==> config.mk <==
export PLATFORM = sky130hd
export DESIGN_NAME = shreg_chain
export DESIGN_NICKNAME = d
export VERILOG_FILES = /design/src/rtl/shreg_pkg.sv /design/src/rtl/shreg_next.sv /design/src/rtl/shreg_slice.sv /design/src/rtl/shreg_feedback.sv /design/src/rtl/shreg_chain.sv
export SDC_FILE = /design/constraint.sdc
export NUM_CORES = 1
export LEC_CHECK = 0
export BUFFER_PORTS_ARGS = -buffer_cell sky130_fd_sc_hd__buf_2
export CORE_MARGIN = 2
export CORE_UTILIZATION = 40
export CTS_BUF_LIST = sky130_fd_sc_hd__clkbuf_4
export DETAILED_ROUTE_END_ITERATION = 10
export GPL_TIMING_DRIVEN = 0
export PLACE_DENSITY = 0.66
export SLEW_MARGIN = 25
export SYNTH_ARGS = -nofsm -noshare
export SYNTH_HDL_FRONTEND = slang
export SYNTH_SLANG_ARGS = --single-unit
==> constraint.sdc <==
create_clock -name clk_i -period 1.1 [get_ports clk_i]
set_input_delay 0.055 -clock clk_i [delete_from_list [all_inputs] [get_ports clk_i]]
set_output_delay 0.055 -clock clk_i [all_outputs]
set_load 0.03 [all_outputs]
==> src/rtl/shreg_pkg.sv <==
package shreg_pkg;
  typedef enum logic [2:0] {
    OP_HOLD = 3'b000,
    OP_LOAD = 3'b001,
    OP_CLR  = 3'b010,
    OP_INV  = 3'b011,
    OP_SHR  = 3'b100,
    OP_ROR  = 3'b101,
    OP_SHL  = 3'b110,
    OP_ROL  = 3'b111
  } op_e;
endpackage

==> src/rtl/shreg_next.sv <==
module shreg_next
  import shreg_pkg::*;
#(
  parameter int W = 8
) (
  input  op_e          op_i,
  input  logic [W-1:0] q_i,
  input  logic [W-1:0] d_i,
  input  logic         left_in_i,
  input  logic         right_in_i,
  output logic [W-1:0] nxt_o
);
  // shift and rotate share a path: incoming bit always from the serial pin
  always_comb begin
    unique case (op_i)
      OP_HOLD:        nxt_o = q_i;
      OP_LOAD:        nxt_o = d_i;
      OP_CLR:         nxt_o = '0;
      OP_INV:         nxt_o = ~q_i;
      OP_SHR, OP_ROR: nxt_o = {left_in_i, q_i[W-1:1]};
      OP_SHL, OP_ROL: nxt_o = {q_i[W-2:0], right_in_i};
      default:        nxt_o = q_i;
    endcase
  end
endmodule

==> src/rtl/shreg_slice.sv <==
module shreg_slice
  import shreg_pkg::*;
#(
  parameter int SW = 8
) (
  input  logic          clk_i,
  input  logic          rst_ni,
  input  op_e           op_i,
  input  logic [SW-1:0] d_i,
  input  logic          left_in_i,
  input  logic          right_in_i,
  output logic [SW-1:0] q_o,
  output logic          msb_o,
  output logic          lsb_o
);
  logic [SW-1:0] q_q, q_d;

  shreg_next #(.W(SW)) u_next (
    .op_i      (op_i),
    .q_i       (q_q),
    .d_i       (d_i),
    .left_in_i (left_in_i),
    .right_in_i(right_in_i),
    .nxt_o     (q_d)
  );

  always_ff @(posedge clk_i or negedge rst_ni) begin
    if (!rst_ni) q_q <= '0;
    else         q_q <= q_d;
  end

  assign q_o   = q_q;
  assign msb_o = q_q[SW-1];
  assign lsb_o = q_q[0];

  assert_hold_R2: assert property (@(posedge clk_i) disable iff (!rst_ni)
    op_i == OP_HOLD |=> q_o == $past(q_o));
  assert_load_R3: assert property (@(posedge clk_i) disable iff (!rst_ni)
    op_i == OP_LOAD |=> q_o == $past(d_i));
  assert_clear_R4: assert property (@(posedge clk_i) disable iff (!rst_ni)
    op_i == OP_CLR |=> q_o == '0);
  assert_invert_R5: assert property (@(posedge clk_i) disable iff (!rst_ni)
    op_i == OP_INV |=> q_o == ~$past(q_o));
  // right codes take the MSB from left_in_i, left codes take the LSB from right_in_i
  assert_serial_right_R10: assert property (@(posedge clk_i) disable iff (!rst_ni)
    (op_i == OP_SHR || op_i == OP_ROR) |=>
      q_o == {$past(left_in_i), $past(q_o[SW-1:1])});
  assert_serial_left_R10: assert property (@(posedge clk_i) disable iff (!rst_ni)
    (op_i == OP_SHL || op_i == OP_ROL) |=>
      q_o == {$past(q_o[SW-2:0]), $past(right_in_i)});
endmodule

==> src/rtl/shreg_feedback.sv <==
module shreg_feedback
  import shreg_pkg::*;
(
  input  op_e  op_i,
  input  logic word_msb_i,
  input  logic word_lsb_i,
  output logic left_in_o,
  output logic right_in_o
);
  // end-around bit only passes on a rotate code; plain shifts fill with 0
  assign left_in_o  = word_lsb_i & (op_i == OP_ROR);
  assign right_in_o = word_msb_i & (op_i == OP_ROL);
endmodule

==> src/rtl/shreg_chain.sv <==
module shreg_chain
  import shreg_pkg::*;
#(
  parameter int SLICE_W  = 8,
  parameter int N_SLICES = 2
) (
  input  logic                        clk_i,
  input  logic                        rst_ni,
  input  logic [2:0]                  op_i,
  input  logic [SLICE_W*N_SLICES-1:0] load_data_i,
  output logic [SLICE_W*N_SLICES-1:0] q_o
);
  localparam int W = SLICE_W * N_SLICES;

  op_e                op;
  logic [N_SLICES-1:0] s_msb, s_lsb, s_lin, s_rin;
  logic               fb_left, fb_right;

  assign op = op_e'(op_i);

  shreg_feedback u_fb (
    .op_i      (op),
    .word_msb_i(s_msb[N_SLICES-1]),
    .word_lsb_i(s_lsb[0]),
    .left_in_o (fb_left),
    .right_in_o(fb_right)
  );

  for (genvar k = 0; k < N_SLICES; k++) begin : g_slice
    if (k == 0) begin : g_rin_end
      assign s_rin[k] = fb_right;
    end else begin : g_rin_seam
      assign s_rin[k] = s_msb[k-1];
    end
    if (k == N_SLICES - 1) begin : g_lin_end
      assign s_lin[k] = fb_left;
    end else begin : g_lin_seam
      assign s_lin[k] = s_lsb[k+1];
    end

    shreg_slice #(.SW(SLICE_W)) u_slice (
      .clk_i     (clk_i),
      .rst_ni    (rst_ni),
      .op_i      (op),
      .d_i       (load_data_i[k*SLICE_W +: SLICE_W]),
      .left_in_i (s_lin[k]),
      .right_in_i(s_rin[k]),
      .q_o       (q_o[k*SLICE_W +: SLICE_W]),
      .msb_o     (s_msb[k]),
      .lsb_o     (s_lsb[k])
    );
  end

  assert_reset_R1: assert property (@(posedge clk_i) disable iff (!rst_ni)
    $rose(rst_ni) |-> q_o == '0);
  assert_shr_R6: assert property (@(posedge clk_i) disable iff (!rst_ni)
    op_i == 3'b100 |=> q_o == {1'b0, $past(q_o[W-1:1])});
  assert_ror_R7: assert property (@(posedge clk_i) disable iff (!rst_ni)
    op_i == 3'b101 |=> q_o == {$past(q_o[0]), $past(q_o[W-1:1])});
  assert_shl_R8: assert property (@(posedge clk_i) disable iff (!rst_ni)
    op_i == 3'b110 |=> q_o == {$past(q_o[W-2:0]), 1'b0});
  assert_rol_R9: assert property (@(posedge clk_i) disable iff (!rst_ni)
    op_i == 3'b111 |=> q_o == {$past(q_o[W-2:0]), $past(q_o[W-1])});
  assert_no_load_leak_R11: assert property (@(posedge clk_i) disable iff (!rst_ni)
    (op_i != 3'b001 && $past(q_o) == q_o && op_i == 3'b000) |=> $stable(q_o));
endmodule

[After elaboration in Yosys (flattened, before gate mapping)]
Cells that the tools add are included.
Storage, ports and cells
  register bits after elaboration: 16
  output and inout port bits: 16
Operators by class
  muxes and demuxes: 2
  reduce and logical (&&, ||, !) cells: 3
  bitwise logic cells: 4
  eq/ne operators: 7
Operators with widths (number)
  $pmux W8 S5: 2
  $not A8 Y8: 2
  $eq A3 B3 Y1 const B: 4
  $eq A3 B2 Y1 const B: 2
  $reduce_or A2 Y1: 2
  $eq A3 B1 Y1 const B: 1
  $logic_not A3 Y1: 1
  $and A1 B1 Y1: 2

[Longest topological paths before layout]
Gate-level depths: netlist of run 1.
  depth after elaboration: 3
  depth in mapped cells: 5

[Cells and area by module]
A second synthesis of run 1 with hierarchy kept.
Second synthesis, totals
  cells, all modules: 116
  area, all modules: 1161.1 um^2
Modules (own cells, without submodules)
  shreg_next: instances 2, cells an instance 47, area an instance 355.3 um^2, seq. area each 0.0 um^2
  shreg_slice: instances 2, cells an instance 10, area an instance 215.2 um^2, seq. area each 200.2 um^2
  shreg_feedback: instances 1, cells an instance 2, area an instance 20.0 um^2, seq. area each 0.0 um^2

[Worst setup path before layout of run 1]
Ideal clock, no wire load.
  path type: register to register
  from: reg g_slice[0].u_slice.q_q[2]
  to: reg g_slice[0].u_slice.q_q[1]
  arrival: 1.002 ns
  clock period less this slack: 1.096 ns
  library setup time: 0.094 ns
  cell stages (with the launch flop): 4
  buffers on the path: 0
  setup slack: 0.004 ns
  path through: dfrtp_1 -> nand2_1 -> a21boi_1 -> a221oi_2
Between the ends
  longest elaborated chain between the ends: 1
Ends and longest elaborated chain
  start: declaration: RTL line shreg_slice.sv:16  | logic [SW-1:0] q_q, q_d;
  start signal: assignment: RTL line shreg_slice.sv:29  | else q_q <= q_d;
  $pmux W8 S5: RTL line shreg_next.sv:15  | unique case (op_i)
No other way between the ends.
A chain may end at the register's enable or synchronous reset.

[Final worst setup path of run 1]
  from: reg g_slice[0].u_slice.q_q[0]
  to: out q_o[0]
RTL lines
  end: declaration: RTL line shreg_chain.sv:11  | output logic [SLICE_W*N_SLICES-1:0] q_o
No word-level cell between the ends.

==> impl_metrics.env, run 1 <==
export IMPL_outcome="completed"
export IMPL_grt_overflow=0
export IMPL_synthCells=120
export IMPL_die_h_um=56.1
export IMPL_initial_core_util_pct=43.1
export IMPL_drcViolationCount=0
export IMPL_clkTransAtPathRegs_ns=0.10
export IMPL_fin_skew_ns=0.000664
export IMPL_synth_top_family_by_area="compound AO/OA/AOI/OAI gates"
export IMPL_finalHoldViolCount=0
export IMPL_pin_count=37
export IMPL_n_antenna_cell=0
export IMPL_setup_violations=0
export IMPL_ys_seq_elements=16
export IMPL_crit_family="flip-flops"
export IMPL_p_leak_nw=0.659
export IMPL_critPathBufInv=2
export IMPL_hold_path_class="in2reg"
export IMPL_powerDensity_mw_per_mm2=1310
export IMPL_drv_slew=0
export IMPL_drv_cap=0
export IMPL_fin_setup_tns_ns=0
export IMPL_io_buffers=35
export IMPL_via_count=1081
export IMPL_ir_drop_v=0.000615
export IMPL_core_region_area_sq_mm=0.00252
export IMPL_first_iter_violations=32
export IMPL_tightest_slew_ns=0.477
export IMPL_synthXorXnorAreaFrac_pct=0
export IMPL_yosysTopAreaCellShare_pct=36.9
export IMPL_arrival_ns=0.99
export IMPL_regArea_sq_um=400
export IMPL_min_period_ns=1.05
export IMPL_synthMuxAreaShare_pct=12.0
export IMPL_slowest_delay_ns=0.43
export IMPL_synth_compound_area_share_pct=32.8
export IMPL_yosysTopAreaCell="dfrtp_1"
export IMPL_cts_made_buffers=3
export IMPL_dp_final_hpwl_um=1950
export IMPL_synth_fp_nets=141
export IMPL_antenna_found_initial=0
export IMPL_critPathLaunchType="register"
export IMPL_worstSetupEndpointType="output pin"
export IMPL_area_growth_pct=26.5
export IMPL_cp_slowest_cell="dfrtp_1"
export IMPL_yosys_warnings=0
export IMPL_cp_cell_sequence="buf_4, buf_6"
export IMPL_period_share_pct=95.4
export IMPL_slew_headroom_pct=68.2
export IMPL_netlist_area_sq_mm=0.00109
export IMPL_fmax_ghz=0.953
export IMPL_grt_pass1_wl_um=4840
export IMPL_drt_pass1_iter_count=4
export IMPL_synthAdderAreaFrac_pct=0
export IMPL_critPathMaxFanout=4
export IMPL_grt_max_degree=17
export IMPL_ys_types=20
export IMPL_row_count=18
export IMPL_cts_sinks=16
export IMPL_cts_buffer_depth=2
export IMPL_power_mw=1.80
export IMPL_rsz0062_at_grt="no"
export IMPL_synthSimpleGateAreaFrac_pct=8.99
export IMPL_wl_per_cell_um=14.4
export IMPL_layout_drive_gt1_share_pct=35.4
export IMPL_multi_input_area_sq_um=584
export IMPL_syn_avg_cell_area_sq_um=9.05
export IMPL_gp_congestion=0.772
export IMPL_synth_area_top_cells="dfrtp_1 37%, mux2i_1 12%, o211ai_1 8.3%, o21a_1 8.3%, o21ai_1 6.5%"
export IMPL_cts_root_buffer="clkbuf_4"
export IMPL_htreeDepth=1
export IMPL_ant_nets=0
export IMPL_yosysSeqAreaShare_pct=36.9
export IMPL_clkLatencyLatePin_ns=0.29
export IMPL_routed_wl_um=2800
export IMPL_nNetsFinal=186
export IMPL_largest_register_ff_count=16
export IMPL_groute_usage_overall_pct=18.9
export IMPL_vias_per_cell=5.57
export IMPL_fp_dieW_um=56.1
export IMPL_grt_pass1_vias=1076
export IMPL_n_fill_cell=247
export IMPL_cts_tree="built"
export IMPL_critPathKind="reg2out"
export IMPL_required_ns=1.04
export IMPL_dieArea_sq_mm=0.00315
[tightest hold or removal path, delay by kind of cell]
| family | cells | cell delay [ns] |
|---|---|---|
| and+or+nand+nor | 2 | 0.12 |
| AOI/OAI and AO/OA | 1 | 0.12 |
| buffers and inverters | 1 | 0.07 |
[what timing repair did]
action	CTS	global route
setup endpoints to repair	2	4
setup buffers	2	2
hold endpoints to repair	16	0
pin swaps	0	1
hold buffers	1	0
gates resized for setup	0	5
gates cloned	0	0
[metrics by stage]
| step | cells | util (%) | hold slack [ns] | cell area (sq um) | setup WS [ns] |
|---|---|---|---|---|---|
| 3_5_place_dp | 185 | 51.5 | 0.00516 | 1300 | 0.0793 |
| 5_1_grt | 194 | 54.5 | 0.133 | 1370 | 0.00595 |
| 6_report | 194 | 54.5 | 0.111 | 1370 | 0.0507 |
| 3_3_place_gp | 185 | 51.5 | -0.00372 | 1300 | 0.0901 |
| 4_1_cts | 192 | 53.5 | 0.101 | 1350 | 0.0121 |
| 2_1_floorplan | 120 | - | -0.241 | 1090 | 0.00375 |
[cell families (layout without fill, tap and decap cells)]
family                 count (synthesis)  count (layout)
and+or+nand+nor                       24              24
buffers and inverters                 18              62
DFF                                   16              16
muxes                                 13              13
AOI/OAI and AO/OA                     49              49
[worst paths after layout]
check	start	slack [ns]	cells past startpoint	endpoint
setup reg to reg	g_slice[0].u_slice.q_o[0]	0.07	3	g_slice[1].u_slice.q_o[7]
min in group asynchronous	rst_ni	0.21	2	g_slice[0].u_slice.q_o[3]
max in group asynchronous	rst_ni	0.62	2	g_slice[0].u_slice.q_o[7]
hold reg to reg	g_slice[0].u_slice.q_o[6]	0.64	2	g_slice[0].u_slice.q_o[6]
setup / recovery	g_slice[0].u_slice.q_o[0]	0.05	2	q_o[0]
hold / removal	load_data_i[15]	0.11	4	g_slice[1].u_slice.q_o[7]
[layout by cell type (no fill, tap or decap), types with 3 or more instances in the layout]
cell type / Yosys / routed
buf_2: 6 / 39
dfrtp_1: 16 / 16
nand2_1: 15 / 15
o21ai_1: 14 / 14
mux2i_1: 13 / 13
buf_4: 7 / 12
o211ai_1: 12 / 12
o21a_1: 12 / 12
nor2_1: 4 / 4
inv_1: 3 / 3
a21boi_1: 3 / 3
a221oi_2: 3 / 3
clkbuf_4: 0 / 3
[Yosys cell counts]
master and instances:
nand2_1 15, buf_4 7, o21a_1 12, nor2_1 4, buf_2 6, mux2i_1 13
a21boi_1 3, dfrtp_1 16, a221oi_2 3, o21ai_1 14, o211a_1 1, a21oi_1 2
o211ai_1 12, o221ai_1 1, nor3_1 2, nand3_1 2, inv_1 3, clkbuf_1 2
a32o_1 1, nand2b_1 1
[report_power, final]
part	leakage (nW)	total, mW	internal (mW)	switching [mW]
combinational	0.454	0.716	0.299	0.417
clock	0.0154	0.336	0.132	0.204
sequential	0.189	0.747	0.667	0.0795
[cell type report]
class	count	share of cell area [%]
Timing Repair Buffer	40	16.3
Multi-Input combinational cell	86	42.5
Clock inverter	1	0.273
Clock buffer	3	1.64
Sequential cell	16	29.1
Tap cell	30	2.73
Buffer	15	6.56
Inverter	3	0.820
[routing by layer]
| layer | vias up | wire length [um] | GRT usage (%) |
|---|---|---|---|
| met3 | 2 | 187 | 3.72 |
| li1 | 524 | - | - |
| met1 | 508 | 1300 | 24.4 |
| met5 | - | 0 | 0 |
| met4 | 0 | 12 | 6.46 |
| met2 | 47 | 1310 | 31.6 |
Power figures use the tool's default switching activity.
==> run 2: changes to the inputs <==
--- a/config.mk
+++ b/config.mk
@@ -12,6 +12,7 @@
 export DETAILED_ROUTE_END_ITERATION = 10
 export GPL_TIMING_DRIVEN = 0
 export PLACE_DENSITY = 0.66
+export SETUP_SLACK_MARGIN = 0.2
 export SLEW_MARGIN = 25
 export SYNTH_ARGS = -nofsm -noshare
 export SYNTH_HDL_FRONTEND = slang
==> impl_metrics.env, run 2 (synthesis results as in run 1) <==
export IMPL_cts_buffer_depth=2
export IMPL_area_growth_pct=42.6
export IMPL_drv_slew=0
export IMPL_fin_skew_ns=0.00115
export IMPL_crit_family="flip-flops"
export IMPL_powerDensity_mw_per_mm2=1280
export IMPL_pin_count=37
export IMPL_routed_wl_um=3000
export IMPL_required_ns=1.04
export IMPL_antenna_found_initial=0
export IMPL_final_cell_mix="25 x buf_2, 23 x buf_6, 13 x mux2i_1, 13 x o21ai_1"
export IMPL_multi_input_area_sq_um=627
export IMPL_clkLatencyLatePin_ns=0.30
export IMPL_arrival_ns=1.00
export IMPL_nNetsFinal=186
export IMPL_period_share_pct=96.1
export IMPL_layout_drive_gt1_share_pct=49.4
export IMPL_groute_usage_overall_pct=20.8
export IMPL_wl_per_cell_um=15.5
export IMPL_fmax_ghz=0.946
export IMPL_slew_headroom_pct=69.0
export IMPL_p_leak_nw=0.701
export IMPL_critPathLaunchType="register"
export IMPL_cts_root_buffer="clkbuf_4"
export IMPL_fin_util_pct=61.4
export IMPL_vias_per_cell=5.71
export IMPL_cp_cell_sequence="buf_6, buf_6"
export IMPL_via_count=1108
export IMPL_regArea_sq_um=415
export IMPL_rsz0062_at_grt="yes"
export IMPL_finalHoldViolCount=0
export IMPL_worstSetupEndpointType="output pin"
export IMPL_cts_sinks=16
export IMPL_hold_path_class="in2reg"
export IMPL_grt_pass1_wl_um=5240
export IMPL_fin_setup_tns_ns=0
export IMPL_tightest_slew_ns=0.465
export IMPL_drv_cap=0
export IMPL_ir_drop_v=0.000970
export IMPL_n_fill_cell=231
export IMPL_setup_violations=0
export IMPL_largest_register_ff_count=16
export IMPL_row_count=18
export IMPL_grt_pass1_vias=1117
export IMPL_io_buffers=35
export IMPL_drt_pass1_iter_count=4
export IMPL_grt_max_degree=17
export IMPL_n_antenna_cell=0
export IMPL_grt_overflow=0
export IMPL_dieArea_sq_mm=0.00315
export IMPL_crit_top_cell="buf_6"
export IMPL_outcome="completed"
export IMPL_cts_tree="built"
export IMPL_first_iter_violations=52
export IMPL_ant_nets=0
export IMPL_fp_dieW_um=56.1
export IMPL_initial_core_util_pct=43.1
export IMPL_gp_congestion=0.790
export IMPL_slowest_delay_ns=0.46
export IMPL_htreeDepth=1
export IMPL_critPathBufInv=2
export IMPL_final_common_cell="buf_2"
export IMPL_min_period_ns=1.06
export IMPL_core_region_area_sq_mm=0.00252
export IMPL_cp_slowest_cell="dfrtp_2"
export IMPL_critPathKind="reg2out"
export IMPL_drcViolationCount=0
export IMPL_dp_final_hpwl_um=2080
export IMPL_die_h_um=56.1
export IMPL_critPathMaxFanout=4
export IMPL_cts_made_buffers=3
export IMPL_clkTransAtPathRegs_ns=0.10
## run 2: cell counts in the layout (fill, tap and decap cells not counted)
No cell type changed its count.
## run 2: metal layers
metal / track usage [%] / up-vias / routed length [um] / part of all wire, %
li1: - / 528 / - / -
met1: 25.0 / 533 / 1260 / 42
met4: 4.76 / 0 / 15 / 0.50
met2: 36.8 / 45 / 1550 / 52
met3: 5.35 / 2 / 173 / 5.8
met5: 0 / - / 0 / 0
## run 2: repair_timing
item | 4_1_cts | 5_1_grt
pin swaps | 7 | 5
resized for setup | 40 | 9
hold buffers | 1 | 0
buffers inserted | 4 | 0
endpoints found under the hold margin | 16 | 0
endpoints found under the setup margin | 32 | 32
## run 2: where the power goes
part	leakage (nW)	internal, mW	switching (mW)
clock	0.0154	0.132	0.211
sequential	0.177	0.679	0.110
combinational	0.508	0.419	0.435
total	0.701	1.23	0.756
## run 2: path summary, 6_finish.rpt
check,startpoint,to,slack (ns),cells past startpoint
min in group asynchronous,rst_ni,g_slice[0].u_slice.q_o[2],0.19,2
worst min-delay path,load_data_i[2],g_slice[0].u_slice.q_o[2],0.09,3
max in group asynchronous,rst_ni,g_slice[1].u_slice.q_o[2],0.62,2
worst min register to register,g_slice[0].u_slice.q_o[5],g_slice[0].u_slice.q_o[5],0.64,2
worst max register to register,g_slice[1].u_slice.q_o[0],g_slice[1].u_slice.q_o[0],0.08,4
worst max-delay path,g_slice[0].u_slice.q_o[0],q_o[0],0.04,2
## run 2: worst reg2reg max path, delay by kind of cell, from the launching register on
kind	cells	cell delay [ns]
compound gates	2	0.25
buf+inv	1	0.13
flops	1	0.41
mux	1	0.13
## run 2: cell type report
class                   instances  area share [%]
inverters                       3           0.727
clock buffers                   3            1.45
clock inverters                 1           0.242
well taps                      30            2.42
repair buffers                 40            21.1
multi-input cells              86            40.5
flip-flops and latches         16            26.8
plain buffers                  15            6.79
## run 2: per-stage QoR
stage	worst slack, ns	area [sq um]	std cells	hold WS, ns	power [mW]
2_1_floorplan	0.103	1110	120	-0.241	1.25
3_3_place_gp	0.104	1330	185	0.00309	1.44
3_5_place_dp	0.0619	1330	185	0.000264	1.45
4_1_cts	0.0504	1520	194	0.0967	1.96
5_1_grt	0.000471	1550	194	0.0886	2.10
6_report	0.0434	1550	194	0.0926	1.99
==> run 3: changes to the inputs <==
--- a/config.mk
+++ b/config.mk
@@ -12,7 +12,7 @@
 export DETAILED_ROUTE_END_ITERATION = 10
 export GPL_TIMING_DRIVEN = 0
 export PLACE_DENSITY = 0.66
-export SETUP_SLACK_MARGIN = 0.2
+export SETUP_SLACK_MARGIN = 0.02
 export SLEW_MARGIN = 25
 export SYNTH_ARGS = -nofsm -noshare
 export SYNTH_HDL_FRONTEND = slang
==> impl_metrics.env, run 3 (synthesis results as in run 1) <==
export IMPL_p_leak_nw=0.659
export IMPL_vias_per_cell=5.55
export IMPL_dieArea_sq_mm=0.00315
export IMPL_drcViolationCount=0
export IMPL_fp_dieW_um=56.1
export IMPL_fmax_ghz=0.950
export IMPL_finalHoldViolCount=0
export IMPL_critPathKind="reg2reg"
export IMPL_critPathLaunchType="register"
export IMPL_pin_count=37
export IMPL_drv_cap=0
export IMPL_wl_per_cell_um=14.3
export IMPL_core_region_area_sq_mm=0.00252
export IMPL_dpl_cell_area_sq_mm=0.00130
export IMPL_ir_drop_v=0.000887
export IMPL_cts_sinks=16
export IMPL_switching_share_pct=38.7
export IMPL_slew_headroom_pct=70.1
export IMPL_final_cell_mix="39 x buf_2, 15 x nand2_1, 15 x dfrtp_1"
export IMPL_clkTransAtPathRegs_ns=0.10
export IMPL_largest_register_ff_count=16
export IMPL_rsz0062_at_grt="yes"
export IMPL_whs_ns=0.116
export IMPL_drv_slew=0
export IMPL_p_int_mw=1.10
export IMPL_powerDensity_mw_per_mm2=1310
export IMPL_hold_path_class="in2reg"
export IMPL_cts_made_buffers=3
export IMPL_required_ns=1.29
export IMPL_setup_violations=0
export IMPL_period_share_pct=95.7
export IMPL_antenna_found_initial=0
export IMPL_nNetsFinal=186
export IMPL_worstSetupEndpointType="register"
export IMPL_cts_root_buffer="clkbuf_4"
export IMPL_ant_nets=0
export IMPL_fin_util_pct=54.7
export IMPL_cts_tree="built"
export IMPL_p_seq_share_pct=41.5
export IMPL_grt_overflow=0
export IMPL_design_area_sq_mm=0.00138
export IMPL_tightest_slew_ns=0.449
export IMPL_pwr_share_clk_pct=18.5
export IMPL_grt_max_degree=17
export IMPL_placed_cells=185
export IMPL_gp_congestion=0.739
export IMPL_final_common_cell="buf_2"
export IMPL_htreeDepth=1
export IMPL_grt_pass1_vias=997
export IMPL_die_h_um=56.1
export IMPL_dp_final_hpwl_um=1960
export IMPL_layout_drive_gt1_share_pct=36.0
export IMPL_arrival_ns=1.25
export IMPL_initial_core_util_pct=43.1
export IMPL_min_period_ns=1.05
export IMPL_via_count=1077
export IMPL_clkLatencyLatePin_ns=0.29
export IMPL_groute_usage_overall_pct=18.4
export IMPL_power_switching_mw=0.697
export IMPL_cts_buffer_depth=2
export IMPL_area_growth_pct=27.0
export IMPL_critPathMaxFanout=3
export IMPL_outcome="completed"
export IMPL_drt_pass1_iter_count=4
export IMPL_row_count=18
export IMPL_combPwrFrac_pct=40.0
export IMPL_fin_skew_ns=0.00666
export IMPL_final_cells=194
export IMPL_n_antenna_cell=0
export IMPL_routed_wl_um=2770
export IMPL_io_buffers=35
export IMPL_fin_setup_tns_ns=0
export IMPL_grt_pass1_wl_um=4620
export IMPL_first_iter_violations=42
## run 3: path summary, 6_finish.rpt
check	from	end	slack [ns]	cells past startpoint
setup / recovery	g_slice[1].u_slice.q_o[0]	g_slice[1].u_slice.q_o[0]	0.05	4
hold / removal	load_data_i[15]	g_slice[1].u_slice.q_o[7]	0.12	4
setup reg to reg	g_slice[1].u_slice.q_o[0]	g_slice[1].u_slice.q_o[0]	0.05	4
hold reg to reg	g_slice[1].u_slice.q_o[4]	g_slice[1].u_slice.q_o[4]	0.63	2
max in group asynchronous	rst_ni	g_slice[0].u_slice.q_o[3]	0.63	2
min in group asynchronous	rst_ni	g_slice[0].u_slice.q_o[2]	0.19	2
## run 3: cell type report
type	count	area, sq um
Fill cell	246	1140
Multi-Input combinational cell	86	584
Sequential cell	16	402
Timing Repair Buffer	40	228
Buffer	15	90.1
Tap cell	30	37.5
Clock buffer	3	22.5
Inverter	3	11.3
Clock inverter	1	3.75
## run 3: power by group through the flow
stage          sequential, mW  clock (mW)  combinational (mW)
6_report                0.747       0.333               0.720
5_1_grt                 0.761       0.371               0.781
4_1_cts                 0.750       0.336               0.692
3_5_place_dp            0.766           0               0.666
3_3_place_gp            0.763           0               0.659
2_1_floorplan           0.872           0               0.363
## run 3: stage by stage
stage                     setup slack [ns]  power, mW
after global routing               0.00513       1.91
final                               0.0475       1.80
after detailed placement            0.0756       1.43
after floorplan                    0.00375       1.23
after CTS                           0.0213       1.78
after global placement              0.0800       1.42
## run 3: routing by layer
| layer | GRT usage [%] | routed length [um] |
|---|---|---|
| met2 | 29.7 | 1260 |
| met4 | 6.12 | 42 |
| met5 | 0 | 0 |
| met3 | 2.33 | 189 |
| met1 | 25.3 | 1280 |
## run 3: worst max-delay path, cell delays in order, from the launching register on
cell     delay [ns]
dfrtp_1        0.41
buf_4          0.14
mux2i_1        0.12
o21ai_1        0.09
o21a_1         0.18
## run 3: timing repair
item	4_1_cts	5_1_grt
hold buffers	1	0
resized for setup	0	6
endpoints found under the hold margin	16	0
setup endpoints to repair	2	3
setup buffers	2	2
